==> src/rtl/pmcg_pkg.sv <==
package pmcg_pkg;

  typedef enum logic [1:0] {
    PM_RUN   = 2'd0,
    PM_SLEEP = 2'd1,
    PM_DEEP  = 2'd2,
    PM_ALT   = 2'd3
  } pm_mode_e;

  localparam int NMODES = 3;

  // mode code -> enable-set index; the spare code falls back to run
  function automatic logic [1:0] set_index(input logic [1:0] mode);
    return (mode == PM_ALT) ? 2'd0 : mode;
  endfunction

  // usable-lane mask from group width and reserved-lane vector
  function automatic logic [31:0] keep_mask(input int width, input logic [31:0] rsv);
    logic [31:0] full;
    full = (width >= 32) ? '1 : ((32'd1 << width) - 32'd1);
    return full & ~rsv;
  endfunction

  // byte address of enable register for a mode and a group (0 hs, 1 pb)
  function automatic int set_addr(input int base, input int mode, input int grp);
    return base + 8 * mode + 4 * grp;
  endfunction

endpackage

==> src/rtl/pmcg_regbank.sv <==
module pmcg_regbank
  import pmcg_pkg::*;
#(
  parameter int DATA_W   = 32,
  parameter int ADDR_W   = 8,
  parameter int HS_W     = 13,
  parameter int PB_W     = 18,
  parameter logic [HS_W-1:0] HS_KEEP = '1,
  parameter logic [PB_W-1:0] PB_KEEP = '1,
  parameter int CTL_ADDR = 'h00,
  parameter int SET_BASE = 'h28,
  parameter int WDT_BIT  = 18
) (
  input  logic                          clk,
  input  logic                          rst_n,
  input  logic                          we,
  input  logic [ADDR_W-1:0]             addr,
  input  logic [DATA_W-1:0]             wdata,
  output logic [DATA_W-1:0]             rdata,
  output logic [NMODES-1:0][HS_W-1:0]   hs_d,
  output logic [NMODES-1:0][PB_W-1:0]   pb_d,
  output logic                          wdt_off_d
);

  logic [NMODES-1:0][HS_W-1:0] hs_q;
  logic [NMODES-1:0][PB_W-1:0] pb_q;
  logic [NMODES-1:0]           hit_hs, hit_pb;
  logic                        hit_ctl;
  logic                        wdt_off_q;

  assign hit_ctl   = we && (addr == ADDR_W'(CTL_ADDR));
  assign wdt_off_d = hit_ctl ? wdata[WDT_BIT] : wdt_off_q;

  always_ff @(posedge clk or negedge rst_n) begin
    if (!rst_n) wdt_off_q <= 1'b0;
    else        wdt_off_q <= wdt_off_d;
  end

  for (genvar m = 0; m < NMODES; m++) begin : g_set
    localparam logic [ADDR_W-1:0] A_HS = ADDR_W'(set_addr(SET_BASE, m, 0));
    localparam logic [ADDR_W-1:0] A_PB = ADDR_W'(set_addr(SET_BASE, m, 1));

    assign hit_hs[m] = we && (addr == A_HS);
    assign hit_pb[m] = we && (addr == A_PB);
    assign hs_d[m]   = hit_hs[m] ? (wdata[HS_W-1:0] & HS_KEEP) : hs_q[m];
    assign pb_d[m]   = hit_pb[m] ? (wdata[PB_W-1:0] & PB_KEEP) : pb_q[m];

    always_ff @(posedge clk or negedge rst_n) begin
      if (!rst_n) begin
        hs_q[m] <= HS_KEEP;
        pb_q[m] <= PB_KEEP;
      end else begin
        hs_q[m] <= hs_d[m];
        pb_q[m] <= pb_d[m];
      end
    end

    // a write lands masked on the next edge
    p_hs_write_r1: assert property (@(posedge clk) disable iff (!rst_n)
      hit_hs[m] |=> (hs_q[m] == $past(wdata[HS_W-1:0] & HS_KEEP)));
    p_pb_write_r1: assert property (@(posedge clk) disable iff (!rst_n)
      hit_pb[m] |=> (pb_q[m] == $past(wdata[PB_W-1:0] & PB_KEEP)));
    // no hit, no change
    p_hs_hold_r9: assert property (@(posedge clk) disable iff (!rst_n)
      !hit_hs[m] |=> $stable(hs_q[m]));
    p_pb_hold_r9: assert property (@(posedge clk) disable iff (!rst_n)
      !hit_pb[m] |=> $stable(pb_q[m]));
  end

  always_comb begin
    rdata = '0;
    if (addr == ADDR_W'(CTL_ADDR)) rdata[WDT_BIT] = wdt_off_q;
    for (int m = 0; m < NMODES; m++) begin
      if (addr == ADDR_W'(set_addr(SET_BASE, m, 0))) rdata[HS_W-1:0] = hs_q[m];
      if (addr == ADDR_W'(set_addr(SET_BASE, m, 1))) rdata[PB_W-1:0] = pb_q[m];
    end
  end

  // control register holds its bit unless written
  p_ctl_hold_r6: assert property (@(posedge clk) disable iff (!rst_n)
    !hit_ctl |=> $stable(wdt_off_q));

endmodule

==> src/rtl/pmcg_mode_sel.sv <==
module pmcg_mode_sel
  import pmcg_pkg::*;
#(
  parameter int HS_W = 13,
  parameter int PB_W = 18,
  parameter logic [HS_W-1:0] HS_KEEP = '1,
  parameter logic [PB_W-1:0] PB_KEEP = '1
) (
  input  logic                        clk,
  input  logic                        rst_n,
  input  logic [1:0]                  mode,
  input  logic [NMODES-1:0][HS_W-1:0] hs_d,
  input  logic [NMODES-1:0][PB_W-1:0] pb_d,
  input  logic                        wdt_off_d,
  output logic [HS_W-1:0]             hs_en,
  output logic [PB_W-1:0]             pb_en,
  output logic                        wdt_en
);

  logic [1:0]      sel_idx;
  logic            in_deep;
  logic [HS_W-1:0] hs_pick;
  logic [PB_W-1:0] pb_pick;
  logic            wdt_pick;
  logic            live;

  assign sel_idx  = set_index(mode);
  assign in_deep  = (sel_idx == 2'd2);
  assign wdt_pick = !(in_deep && wdt_off_d);

  always_comb begin
    case (sel_idx)
      2'd1:    begin hs_pick = hs_d[1]; pb_pick = pb_d[1]; end
      2'd2:    begin hs_pick = hs_d[2]; pb_pick = pb_d[2]; end
      default: begin hs_pick = hs_d[0]; pb_pick = pb_d[0]; end
    endcase
  end

  always_ff @(posedge clk or negedge rst_n) begin
    if (!rst_n) begin
      hs_en  <= HS_KEEP;
      pb_en  <= PB_KEEP;
      wdt_en <= 1'b1;
      live   <= 1'b0;
    end else begin
      hs_en  <= hs_pick;
      pb_en  <= pb_pick;
      wdt_en <= wdt_pick;
      live   <= 1'b1;
    end
  end

  // sleep code steers the sleep registers to the outputs
  p_sleep_sel_r3: assert property (@(posedge clk) disable iff (!rst_n)
    (live && $past(mode) == PM_SLEEP) |->
      (hs_en == $past(hs_d[1]) && pb_en == $past(pb_d[1])));
  // spare code behaves as run
  p_alt_run_r3: assert property (@(posedge clk) disable iff (!rst_n)
    (live && $past(mode) == PM_ALT) |->
      (hs_en == $past(hs_d[0]) && pb_en == $past(pb_d[0])));
  // reserved lanes never enabled
  p_rsv_low_r4: assert property (@(posedge clk) disable iff (!rst_n)
    ((hs_en & ~HS_KEEP) == '0) && ((pb_en & ~PB_KEEP) == '0));
  // deep sleep with the stop bit set closes the watchdog clock
  p_wdt_stop_r6: assert property (@(posedge clk) disable iff (!rst_n)
    (live && $past(mode) == PM_DEEP && $past(wdt_off_d)) |-> !wdt_en);
  // outside deep sleep the watchdog clock is always open
  p_wdt_wake_r7: assert property (@(posedge clk) disable iff (!rst_n)
    (live && $past(mode) != PM_DEEP) |-> wdt_en);

endmodule

==> src/rtl/pm_clkgate_ctrl.sv <==
module pm_clkgate_ctrl
  import pmcg_pkg::*;
#(
  parameter int DATA_W   = 32,
  parameter int ADDR_W   = 8,
  parameter int HS_W     = 13,
  parameter int PB_W     = 18,
  parameter logic [31:0] HS_RSV = 32'h0000_010C,
  parameter logic [31:0] PB_RSV = 32'h0000_E0A0,
  parameter int CTL_ADDR = 'h00,
  parameter int SET_BASE = 'h28,
  parameter int WDT_BIT  = 18
) (
  input  logic              clk,
  input  logic              rst_n,
  input  logic              reg_we,
  input  logic [ADDR_W-1:0] reg_addr,
  input  logic [DATA_W-1:0] reg_wdata,
  output logic [DATA_W-1:0] reg_rdata,
  input  logic [1:0]        pm_mode,
  output logic [HS_W-1:0]   hs_clk_en,
  output logic [PB_W-1:0]   pb_clk_en,
  output logic              wdt_fclk_en
);

  localparam logic [HS_W-1:0] HS_KEEP = HS_W'(keep_mask(HS_W, HS_RSV));
  localparam logic [PB_W-1:0] PB_KEEP = PB_W'(keep_mask(PB_W, PB_RSV));

  logic [NMODES-1:0][HS_W-1:0] hs_next;
  logic [NMODES-1:0][PB_W-1:0] pb_next;
  logic                        wdt_off_next;

  pmcg_regbank #(
    .DATA_W(DATA_W), .ADDR_W(ADDR_W), .HS_W(HS_W), .PB_W(PB_W),
    .HS_KEEP(HS_KEEP), .PB_KEEP(PB_KEEP),
    .CTL_ADDR(CTL_ADDR), .SET_BASE(SET_BASE), .WDT_BIT(WDT_BIT)
  ) u_regs (
    .clk(clk), .rst_n(rst_n), .we(reg_we), .addr(reg_addr),
    .wdata(reg_wdata), .rdata(reg_rdata),
    .hs_d(hs_next), .pb_d(pb_next), .wdt_off_d(wdt_off_next)
  );

  pmcg_mode_sel #(
    .HS_W(HS_W), .PB_W(PB_W), .HS_KEEP(HS_KEEP), .PB_KEEP(PB_KEEP)
  ) u_sel (
    .clk(clk), .rst_n(rst_n), .mode(pm_mode),
    .hs_d(hs_next), .pb_d(pb_next), .wdt_off_d(wdt_off_next),
    .hs_en(hs_clk_en), .pb_en(pb_clk_en), .wdt_en(wdt_fclk_en)
  );

endmodule

==> config.mk <==
export PLATFORM = sky130hd
export DESIGN_NAME = pm_clkgate_ctrl
export DESIGN_NICKNAME = d
export VERILOG_FILES = /design/src/rtl/pmcg_pkg.sv /design/src/rtl/pmcg_regbank.sv /design/src/rtl/pmcg_mode_sel.sv /design/src/rtl/pm_clkgate_ctrl.sv
export SDC_FILE = /design/constraint.sdc
export NUM_CORES = 1
export LEC_CHECK = 0
export BUFFER_PORTS_ARGS = -buffer_cell sky130_fd_sc_hd__buf_2
export CORE_MARGIN = 2
export CORE_UTILIZATION = 60
export DETAILED_ROUTE_END_ITERATION = 10
export MAX_ROUTING_LAYER = met4
export PLACE_DENSITY = 0.87
export SLEW_MARGIN = 30
export SYNTH_ARGS = -nofsm -noshare
export SYNTH_HDL_FRONTEND = slang
export SYNTH_SLANG_ARGS = --single-unit
==> constraint.sdc <==
create_clock -name clk -period 3.4 [get_ports clk]
set_input_delay 0.17 -clock clk [delete_from_list [all_inputs] [get_ports clk]]
set_output_delay 0.17 -clock clk [all_outputs]
set_load 0.05 [all_outputs]
==> run summary, run 1 <==
Final ANT Viol Nets - 0
Slew headroom - 0.416
Fin nets - 664
CTS tree - yes
DRC - 0
Row count - 37
Distinct cells, synth - 51
Number of synthesized flops with an enable pin - 0
Routability cong. - 0.910
First-pass GRT wire length - 25.6 mm
Total Wirelength - 16.0 mm
Vias in the first global route - 4810
Area leader, netlist - dfstp_2
Main synth FF type - dfstp_2
P per Cell Area - 500 nW/um^2
Vias - 4770
Clk_lat worst skew - 520 ps
H-tree depth - 4
Dpl cell area - 6640 um^2
CTS root buf - clkbuf_8
Wirelength per Cell - 20.9 um
CTS Buffer Depth - 2
Largest net degree at the start of global routing - 81
Syn Inst Count - 522
Die width - 106 um
Setup TNS - 0 ps
Vert. Die Dim - 106 um
Tmin final - 2470 ps
Critical path type - input pin to output port
Syn-to-layout area delta - 19.1%
Area contributors post-synth - dfstp_2 (39%), dfrtp_1 (13%), mux2_2 (12%)
Number of antenna violations at the first check in global routing - 0
Core area - 10200 um^2
LEAKAGE - 3.36 nW
Skew final - 5.90 ps
Final setup fails - 0
Initial DRC count - 478
Status - completed
Worst VDD drop - 0.000279 V
Slew of the pin with the lowest slew margin - 869 ps
Die area - 11100 um^2
Crit path required time - 3230 ps
Register area - 3270 um^2
Total CTS buffers - 17
Fin crit share - 0.726
Worst-path clk slew - 60 ps
Synth Cell Area - 6190 um^2
CP Max Fanout - 9
Fraction of layout cells with a size suffix above 1 - 0.476
FMAX - 0.405 GHz
Antenna cells - 0
# port buffers - 79
Design area - 7370 um^2
Avg Cell Area, Syn - 11.9 um^2
Crit path launch type - input pin
Max Slew Vio Count - 0
Total congestion overflow - 0
Seq cells post-synth - 126
Sink Count - 126
Routed vias/inst - 6.23
Share of the synthesized area in the top cell type - 0.395
HPWL after DPL - 9.75 mm
Io pins - 109
Worst Hold Class - input pin to flip-flop
Post-synthesis sequential area ratio - 0.528
Worst Setup End Kind - output port
Worst Path Arrival - 2300 ps
Final hold vios - 0
Area of the multi-input gates - 2660 um^2
Tot GR Track Use - 0.308
# fillers - 683
TritonRoute pass-1 iters - 7
Max-Cap Viols - 0
Async SR Flop Fraction - 1.00
Starting density of the core - 0.608
Power after layout - 0.00369 W
RSZ-0062 raised after global routing - no
Ys Warns - 0
## per-stage QoR
stage	cells	hold WS [ps]	setup WS, ps	utilization
2_1_floorplan	534	-126	830	-
3_3_place_gp	717	383	930	0.652
3_5_place_dp	717	391	888	0.652
4_1_cts	766	167	957	0.724
5_1_grt	766	208	794	0.724
6_report	766	201	933	0.724
## Yosys cell counts (all sizes together), types with 2 or more instances
master,count
o221ai,2
clkbuf,21
and2,38
inv,10
or2,2
nand2,37
and4bb,2
nor3,4
dfstp,93
nor2b,9
a221o,18
o21ai,38
a21oi,31
nand3,7
and3,3
or4,2
buf,26
mux2,73
nor4,2
o211ai,6
ha,2
a32oi,8
dfrtp,33
o31ai,4
a22oi,5
nor2,13
a222oi,5
mux2i,10
o21a,8
## area by class of cell
cell class,instances,share of cell area
clock buffers,26,0.0677
clock inverters,6,0.00781
inverters,10,0.00509
multi-input cells,351,0.360
flip-flops and latches,126,0.443
well taps,136,0.0231
repair buffers,111,0.0928
## kinds of logic (layout without fill, tap and decap cells)
logic type / count (synthesis) / in the layout / synth area share
flip-flops: 126 / 126 / 0.528
adder cells (fa/ha/maj): 2 / 2 / 0.00404
other: 1 / 13 / 0.000606
multiplexers: 83 / 83 / 0.153
buffers and inverters: 57 / 153 / 0.0501
AND/OR/NAND/NOR: 125 / 125 / 0.125
AO/OA/AOI/OAI: 128 / 128 / 0.139
## worst max-delay path, cell delays in order
cell	delay, ps
buf_2	150
nor4b_4	710
and2_1	450
a21oi_1	120
o32ai_1	360
buf_2	330
## timing repair
| action | 4_1_cts | 5_1_grt |
|---|---|---|
| setup buffers | 0 | 0 |
| hold buffers | 17 | 0 |
| resized for setup | 0 | 0 |
| endpoints found under the hold margin | 101 | 0 |
| endpoints found under the setup margin | 0 | 0 |
## metal layers
| metal | share of wire | vias to the layer above | track usage |
|---|---|---|---|
| met2 | 0.50 | 272 | 0.498 |
| li1 | - | 2061 | - |
| met4 | 0.028 | 0 | 0.122 |
| met3 | 0.070 | 49 | 0.0699 |
| met1 | 0.40 | 2388 | 0.380 |
| met5 | 0 | - | - |
## cell usage in the layout, fill, tap and decap left out, types with 3 or more instances in the layout
cell           count
dfstp_2           93
buf_2             78
mux2_2            66
nand2_1           36
o21ai_0           36
and2_1            35
dfrtp_1           33
a21oi_1           31
a221o_1           18
clkbuf_16         17
dlygate4sd3_1     17
buf_4             15
nor2_1            13
conb_1            13
inv_1             10
mux2i_1           10
nor2b_1            9
a32oi_1            8
o21a_1             8
mux2_4             7
nand3_1            6
o211ai_1           6
a22oi_1            5
a222oi_1           5
clkbuf_1           5
o31ai_1            4
clkbuf_8           4
clkinv_2           4
nor3_1             3
and3_1             3
and2_0             3
## power breakdown
part	leakage [nW]	switching [W]	internal, W
Combinational	1.67	0.000262	0.000117
Sequential	1.42	0.0000266	0.00159
Clock	0.274	0.000622	0.00107
## flip-flops by register name, indices dropped and copies added, names as in the netlist
signal,flops
u_regs.hs_q,39
u_sel.wdt_en,1
u_regs.pb_q,54
u_sel.hs_en,13
u_regs.wdt_off_q,1
u_sel.pb_en,18
## path summary, 6_finish.rpt
check / startpoint / endpoint / slack (ps) / depth (start not counted)
worst max-delay path: reg_addr[4] / reg_rdata[5] / 930 / 6
worst min-delay path: pm_mode[1] / u_sel.wdt_en / 200 / 4
worst max register to register: u_regs.pb_q[1] / u_sel.pb_en[1] / 2200 / 3
worst min register to register: u_regs.hs_q[26] / u_regs.hs_q[26] / 490 / 2
max in group asynchronous: rst_n / u_regs.hs_q[32] / 2290 / 3
min in group asynchronous: rst_n / u_regs.pb_q[50] / 270 / 2
Note: power is estimated with default switching activity, not from simulation.
==> inputs of run 2 (changes only) <==
--- a/config.mk
+++ b/config.mk
@@ -7,10 +7,10 @@
 export LEC_CHECK = 0
 export BUFFER_PORTS_ARGS = -buffer_cell sky130_fd_sc_hd__buf_2
 export CORE_MARGIN = 2
-export CORE_UTILIZATION = 60
+export CORE_UTILIZATION = 56
 export DETAILED_ROUTE_END_ITERATION = 10
 export MAX_ROUTING_LAYER = met4
-export PLACE_DENSITY = 0.87
+export PLACE_DENSITY = 0.82
 export SLEW_MARGIN = 30
 export SYNTH_ARGS = -nofsm -noshare
 export SYNTH_HDL_FRONTEND = slang
==> constraint.sdc (replaced) <==
create_clock -name clk -period 2.36 [get_ports clk]
set_input_delay 0.118 -clock clk [delete_from_list [all_inputs] [get_ports clk]]
set_output_delay 0.118 -clock clk [all_outputs]
set_load 0.05 [all_outputs]
==> run summary, run 2 (synthesis gave the netlist of run 1 again) <==
Largest net degree at the start of global routing - 55 (was 81)
Worst VDD drop - 0.000451 V (was 0.000279 V)
Biggest regs - u_regs.pb_q (54), u_regs.hs_q (39), u_sel.pb_en (18) (unchanged)
Routability cong. - 0.928 (was 0.910)
TritonRoute pass-1 iters - 5 (was 7)
Vias - 4840 (was 4770)
Clock Power Share - 0.487 (was 0.458)
HPWL after DPL - 10.4 mm (was 9.75 mm)
Final hold vios - 0 (unchanged)
Final setup fails - 0 (unchanged)
Routed vias/inst - 6.17 (was 6.23)
Area of the multi-input gates - 2680 um^2 (was 2660 um^2)
Setup TNS - 0 ps (unchanged)
Io pins - 109 (unchanged)
Worst-path clk slew - 60 ps (about the same)
Worst Path Arrival - 2120 ps (was 2300 ps)
Worst Hold Class - input pin to asynchronous set/reset pin (was input pin to flip-flop)
Fraction of layout cells with a size suffix above 1 - 0.503 (was 0.476)
Setup WS pre-CTS - 203 ps (was 888 ps)
P per Cell Area - 743 nW/um^2 (was 500 nW/um^2)
Clk_lat worst skew - 530 ps (was 520 ps)
Placed cell count - 735 (was 717)
Sink Count - 126 (unchanged)
Antenna cells - 0 (unchanged)
Wirelength per Cell - 20.9 um (about the same)
Slew headroom - 0.513 (was 0.416)
Vias in the first global route - 4927 (was 4810)
Syn-to-layout area delta - 22.8% (was 19.1%)
CTS tree - yes (unchanged)
Worst r2r src - u_regs.pb_q[0] (was u_regs.pb_q[1])
Worst Setup End Kind - output port (unchanged)
Sw Pwr - 0.00139 W (was 0.000911 W)
Postcts setup bufs - 0 (unchanged)
# fillers - 716 (was 683)
Die width - 109 um (was 106 um)
Fin crit share - 0.947
Total congestion overflow - 0 (unchanged)
CTS Buffer Depth - 2 (unchanged)
Core area - 10800 um^2 (was 10200 um^2)
# port buffers - 79 (unchanged)
Status - completed (unchanged)
Critical path type - flip-flop to output port (was input pin to output port)
Tot GR Track Use - 0.296 (was 0.308)
RSZ-0062 raised after global routing - no (unchanged)
Total Wirelength - 16.4 mm (was 16.0 mm)
Finished Layout Cells - 784 (was 766)
Commonest cells after routing, fill and taps aside - dfstp_2 (93), buf_2 (78), mux2_2 (66) (unchanged)
Worst R2R Setup Slack - 1170 ps (was 2200 ps)
Final hold slack - 115 ps (was 201 ps)
Total CTS buffers - 17 (unchanged)
First-pass GRT wire length - 25.6 mm (about the same)
Max Slew Vio Count - 0 (unchanged)
Final WS setup - 125 ps (was 933 ps)
Register share of total power - 0.413 (was 0.439)
Internal Power - 0.00425 W (was 0.00278 W)
LEAKAGE - 3.48 nW (was 3.36 nW)
CTS root buf - clkbuf_8 (unchanged)
Reg with most FFs - u_regs.pb_q (unchanged)
FMAX - 0.447 GHz
Final ANT Viol Nets - 0 (unchanged)
Max-Cap Viols - 0 (unchanged)
Comb power frac - 0.100 (was 0.103)
Row count - 38 (was 37)
DRC - 0 (unchanged)
Commonest non-fill, non-tap cell in the layout - dfstp_2 (unchanged)
Starting density of the core - 0.573 (was 0.608)
Switching Fraction - 0.247 (about the same)
Skew final - 4.93 ps (was 5.90 ps)
Slew of the pin with the lowest slew margin - 728 ps (was 869 ps)
Vert. Die Dim - 109 um (was 106 um)
Tmin final - 2230 ps
Initial DRC count - 350 (was 478)
Crit path launch type - flip-flop (was input pin)
Worst reg2reg path endpoint - u_sel.pb_en[0] (was u_sel.pb_en[1])
Number of antenna violations at the first check in global routing - 0 (unchanged)
FF-to-FF path depth - 3 (unchanged)
Die area - 11900 um^2 (was 11100 um^2)
Crit path required time - 2240 ps (was 3230 ps)
Register area - 3270 um^2 (unchanged)
H-tree depth - 4 (unchanged)
Max reg flops - 54 (unchanged)
CP Max Fanout - 2 (was 9)
Fin nets - 678 (was 664)
## run 2: worst max-delay path: stages (launching register included)
cell and delay [ps]:
dfstp_2 550, mux2i_1 80, o21ai_0 160, o221ai_1 130, o21ai_0 250, o21a_1 160, buf_2 260
## run 2: power groups by stage
stage	registers [W]	clock network, W	logic [W]
final	0.00233	0.00275	0.000565
after global routing	0.00234	0.00286	0.000603
after CTS	0.00233	0.00276	0.000562
after detailed placement	0.00236	0	0.000535
after global placement	0.00236	0	0.000521
after floorplan	0.00242	0	0.000293
## run 2: layer usage
layer | part of all wire | track usage
met5 | 0 | -
met4 | 0.030 | 0.136
met3 | 0.076 | 0.0646
met2 | 0.51 | 0.474
met1 | 0.39 | 0.358
## run 2: worst max path at each step
| stage | endpoint | cells after the start | from |
|---|---|---|---|
| after floorplan | reg_rdata[11] | 7 | reg_addr[3] |
| after global placement | u_sel.hs_en[1] | 7 | reg_addr[4] |
| after detailed placement | u_sel.hs_en[4] | 7 | reg_addr[4] |
| after CTS | reg_rdata[2] | 6 | u_regs.pb_q[2] |
| after global routing | reg_rdata[2] | 6 | u_regs.pb_q[2] |
| final | reg_rdata[2] | 6 | u_regs.pb_q[2] |
## run 2: layout make-up
| cell class | instances | share of cell area |
|---|---|---|
| Tap cell | 140 | 0.0230 |
| Multi-Input combinational cell | 351 | 0.353 |
| Sequential cell | 126 | 0.430 |
| Inverter | 10 | 0.00494 |
| Clock inverter | 13 | 0.0244 |
| Clock buffer | 19 | 0.0581 |
| Timing Repair Buffer | 125 | 0.107 |
## run 2: through the flow
stage | total power (W) | instance area, um^2 | util
2_1_floorplan | 0.00271 | 6260 | -
5_1_grt | 0.00580 | 7600 | 0.704
6_report | 0.00565 | 7600 | 0.704
3_5_place_dp | 0.00290 | 6800 | 0.630
4_1_cts | 0.00565 | 7600 | 0.704
3_3_place_gp | 0.00288 | 6800 | 0.630
## run 2: what timing repair did
item / in CTS / in global routing
hold endpoints to repair: 112 / 0
resized for setup: 0 / 0
hold buffers: 17 / 0
==> inputs of run 3 (changes only) <==
--- a/config.mk
+++ b/config.mk
@@ -7,10 +7,10 @@
 export LEC_CHECK = 0
 export BUFFER_PORTS_ARGS = -buffer_cell sky130_fd_sc_hd__buf_2
 export CORE_MARGIN = 2
-export CORE_UTILIZATION = 56
+export CORE_UTILIZATION = 60
 export DETAILED_ROUTE_END_ITERATION = 10
 export MAX_ROUTING_LAYER = met4
-export PLACE_DENSITY = 0.82
+export PLACE_DENSITY = 0.87
 export SLEW_MARGIN = 30
 export SYNTH_ARGS = -nofsm -noshare
 export SYNTH_HDL_FRONTEND = slang
==> constraint.sdc (replaced) <==
create_clock -name clk -period 2.9 [get_ports clk]
set_input_delay 0.145 -clock clk [delete_from_list [all_inputs] [get_ports clk]]
set_output_delay 0.145 -clock clk [all_outputs]
set_load 0.05 [all_outputs]
==> run summary, run 3 (synthesis gave the netlist of run 1 again) <==
Status - completed (unchanged)
Worst Hold Class - input pin to asynchronous set/reset pin (unchanged)
Commonest non-fill, non-tap cell in the layout - dfstp_2 (unchanged)
Postcts setup bufs - 0 (unchanged)
Fin nets - 667 (was 678)
Slew headroom - 0.435 (was 0.513)
P per Cell Area - 590 nW/um^2 (was 743 nW/um^2)
Setup WS pre-CTS - 493 ps (was 203 ps)
Worst-path clk slew - 50 ps (was 60 ps)
Io pins - 109 (unchanged)
Number of antenna violations at the first check in global routing - 0 (unchanged)
LEAKAGE - 3.39 nW (was 3.48 nW)
Crit path launch type - input pin (was flip-flop)
Tmin final - 2310 ps
CTS Buffer Depth - 2 (unchanged)
Fraction of layout cells with a size suffix above 1 - 0.480 (was 0.503)
Reg with most FFs - u_regs.pb_q (unchanged)
Row count - 37 (was 38)
CTS tree - yes (unchanged)
Final ANT Viol Nets - 0 (unchanged)
CP peak stage delay - 680 ps (was 550 ps)
Vias - 4815 (was 4840)
FMAX - 0.432 GHz
Sink Count - 126 (unchanged)
Worst Setup End Kind - output port (unchanged)
RSZ-0062 raised after global routing - no (unchanged)
Crit path required time - 2760 ps (was 2240 ps)
# fillers - 664 (was 716)
Final setup fails - 0 (unchanged)
Final hold vios - 0 (unchanged)
Wirelength per Cell - 20.6 um (was 20.9 um)
Routability cong. - 0.907 (was 0.928)
Die width - 106 um (was 109 um)
Crit path cell chain - buf_2, and4bb_1, and3_1, o21ai_0, o21ai_0, o21a_1, buf_2 (was mux2i_1, o21ai_0, o221ai_1, o21ai_0, o21a_1, buf_2)
Skew final - 5.68 ps (was 4.93 ps)
Crit path max-delay cell type - and4bb_1 (was dfstp_2)
Worst R2R Setup Slack - 1720 ps (was 1170 ps)
Max-Cap Viols - 0 (unchanged)
Biggest regs - u_regs.pb_q (54), u_regs.hs_q (39), u_sel.pb_en (18) (unchanged)
Core area - 10200 um^2 (was 10800 um^2)
Critical path type - input pin to output port (was flip-flop to output port)
CP Max Fanout - 14 (was 2)
Worst r2r src - u_regs.hs_q[0] (was u_regs.pb_q[0])
Slew of the pin with the lowest slew margin - 846 ps (was 728 ps)
TritonRoute pass-1 iters - 6 (was 5)
Die area - 11100 um^2 (was 11900 um^2)
Total CTS buffers - 17 (unchanged)
Largest net degree at the start of global routing - 126 (was 55)
Clk_lat worst skew - 530 ps (about the same)
CTS root buf - clkbuf_8 (unchanged)
First-pass GRT wire length - 25.6 mm (about the same)
Routed vias/inst - 6.26 (was 6.17)
Fin crit share - 0.798
HPWL after DPL - 9.91 mm (was 10.4 mm)
Worst VDD drop - 0.000486 V (was 0.000451 V)
# port buffers - 79 (unchanged)
Final hold slack - 110 ps (was 115 ps)
Total Wirelength - 15.9 mm (was 16.4 mm)
Antenna cells - 0 (unchanged)
Total congestion overflow - 0 (unchanged)
Vias in the first global route - 4870 (was 4927)
Final WS setup - 587 ps (was 125 ps)
Tot GR Track Use - 0.308 (was 0.296)
Worst Path Arrival - 2170 ps (was 2120 ps)
Max reg flops - 54 (unchanged)
DRC - 0 (unchanged)
Worst reg2reg path endpoint - u_sel.hs_en[0] (was u_sel.pb_en[0])
Starting density of the core - 0.608 (was 0.573)
Commonest cells after routing, fill and taps aside - dfstp_2 (93), buf_2 (78), mux2_2 (66) (unchanged)
Setup TNS - 0 ps (unchanged)
# resized after CTS - 0 (unchanged)
Max Slew Vio Count - 0 (unchanged)
Vert. Die Dim - 106 um (was 109 um)
Initial DRC count - 462 (was 350)
H-tree depth - 4 (unchanged)
Syn-to-layout area delta - 19.8% (was 22.8%)
FF-to-FF path depth - 3 (unchanged)
-- run 3: per-layer routing --
metal	part of all wire	track usage	vias up
met5	0	-	-
met4	0.030	0.146	0
met3	0.074	0.0575	51
met2	0.49	0.486	278
met1	0.40	0.386	2411
li1	-	-	2075
-- run 3: what timing repair did --
action,CTS,global route
hold buffers,17,0
hold endpoints to repair,105,0
endpoints found under the setup margin,0,0
-- run 3: area by class of cell --
| cell class | count | area [um^2] | area share |
|---|---|---|---|
| Timing Repair Buffer | 114 | 716 | 0.0965 |
| Clock buffer | 25 | 484 | 0.0653 |
| Tap cell | 136 | 170 | 0.0229 |
| Inverter | 10 | 37.5 | 0.00506 |
| Clock inverter | 7 | 85.1 | 0.0115 |
| Sequential cell | 126 | 3270 | 0.441 |
| Multi-Input combinational cell | 351 | 2660 | 0.358 |
-- run 3: report_power, final --
group / total [W] / leakage (nW) / internal (W) / switching (W)
sequential: 0.00190 / 1.42 / 0.00187 / 0.0000304
combinational: 0.000445 / 1.68 / 0.000138 / 0.000307
clock: 0.00203 / 0.286 / 0.00131 / 0.000727
total: 0.00438 / 3.39 / 0.00331 / 0.00106
-- run 3: worst max-delay path by stage --
stage | start | to | slack [ps] | cells past startpoint
6_report | reg_addr[6] | reg_rdata[3] | 590 | 7
5_1_grt | reg_addr[3] | reg_rdata[1] | 460 | 6
4_1_cts | reg_addr[6] | reg_rdata[3] | 620 | 7
3_5_place_dp | reg_addr[4] | u_sel.hs_en[0] | 490 | 6
3_3_place_gp | reg_addr[4] | u_sel.hs_en[4] | 540 | 6
2_1_floorplan | reg_addr[4] | reg_rdata[5] | 380 | 5
-- run 3: through the flow --
step	area [um^2]	total power, W	utilization	instances
after floorplan	6230	0.00221	-	534
after global placement	6680	0.00232	0.656	720
after detailed placement	6680	0.00234	0.656	720
after CTS	7420	0.00439	0.728	769
after global routing	7420	0.00452	0.728	769
final	7420	0.00438	0.728	769
-- run 3: worst max-delay path, delay by kind of cell --
| kind | cells | cell delay [ps] |
|---|---|---|
| AOI/OAI and AO/OA | 3 | 480 |
| buffers and inverters | 2 | 390 |
| and+or+nand+nor | 2 | 1130 |
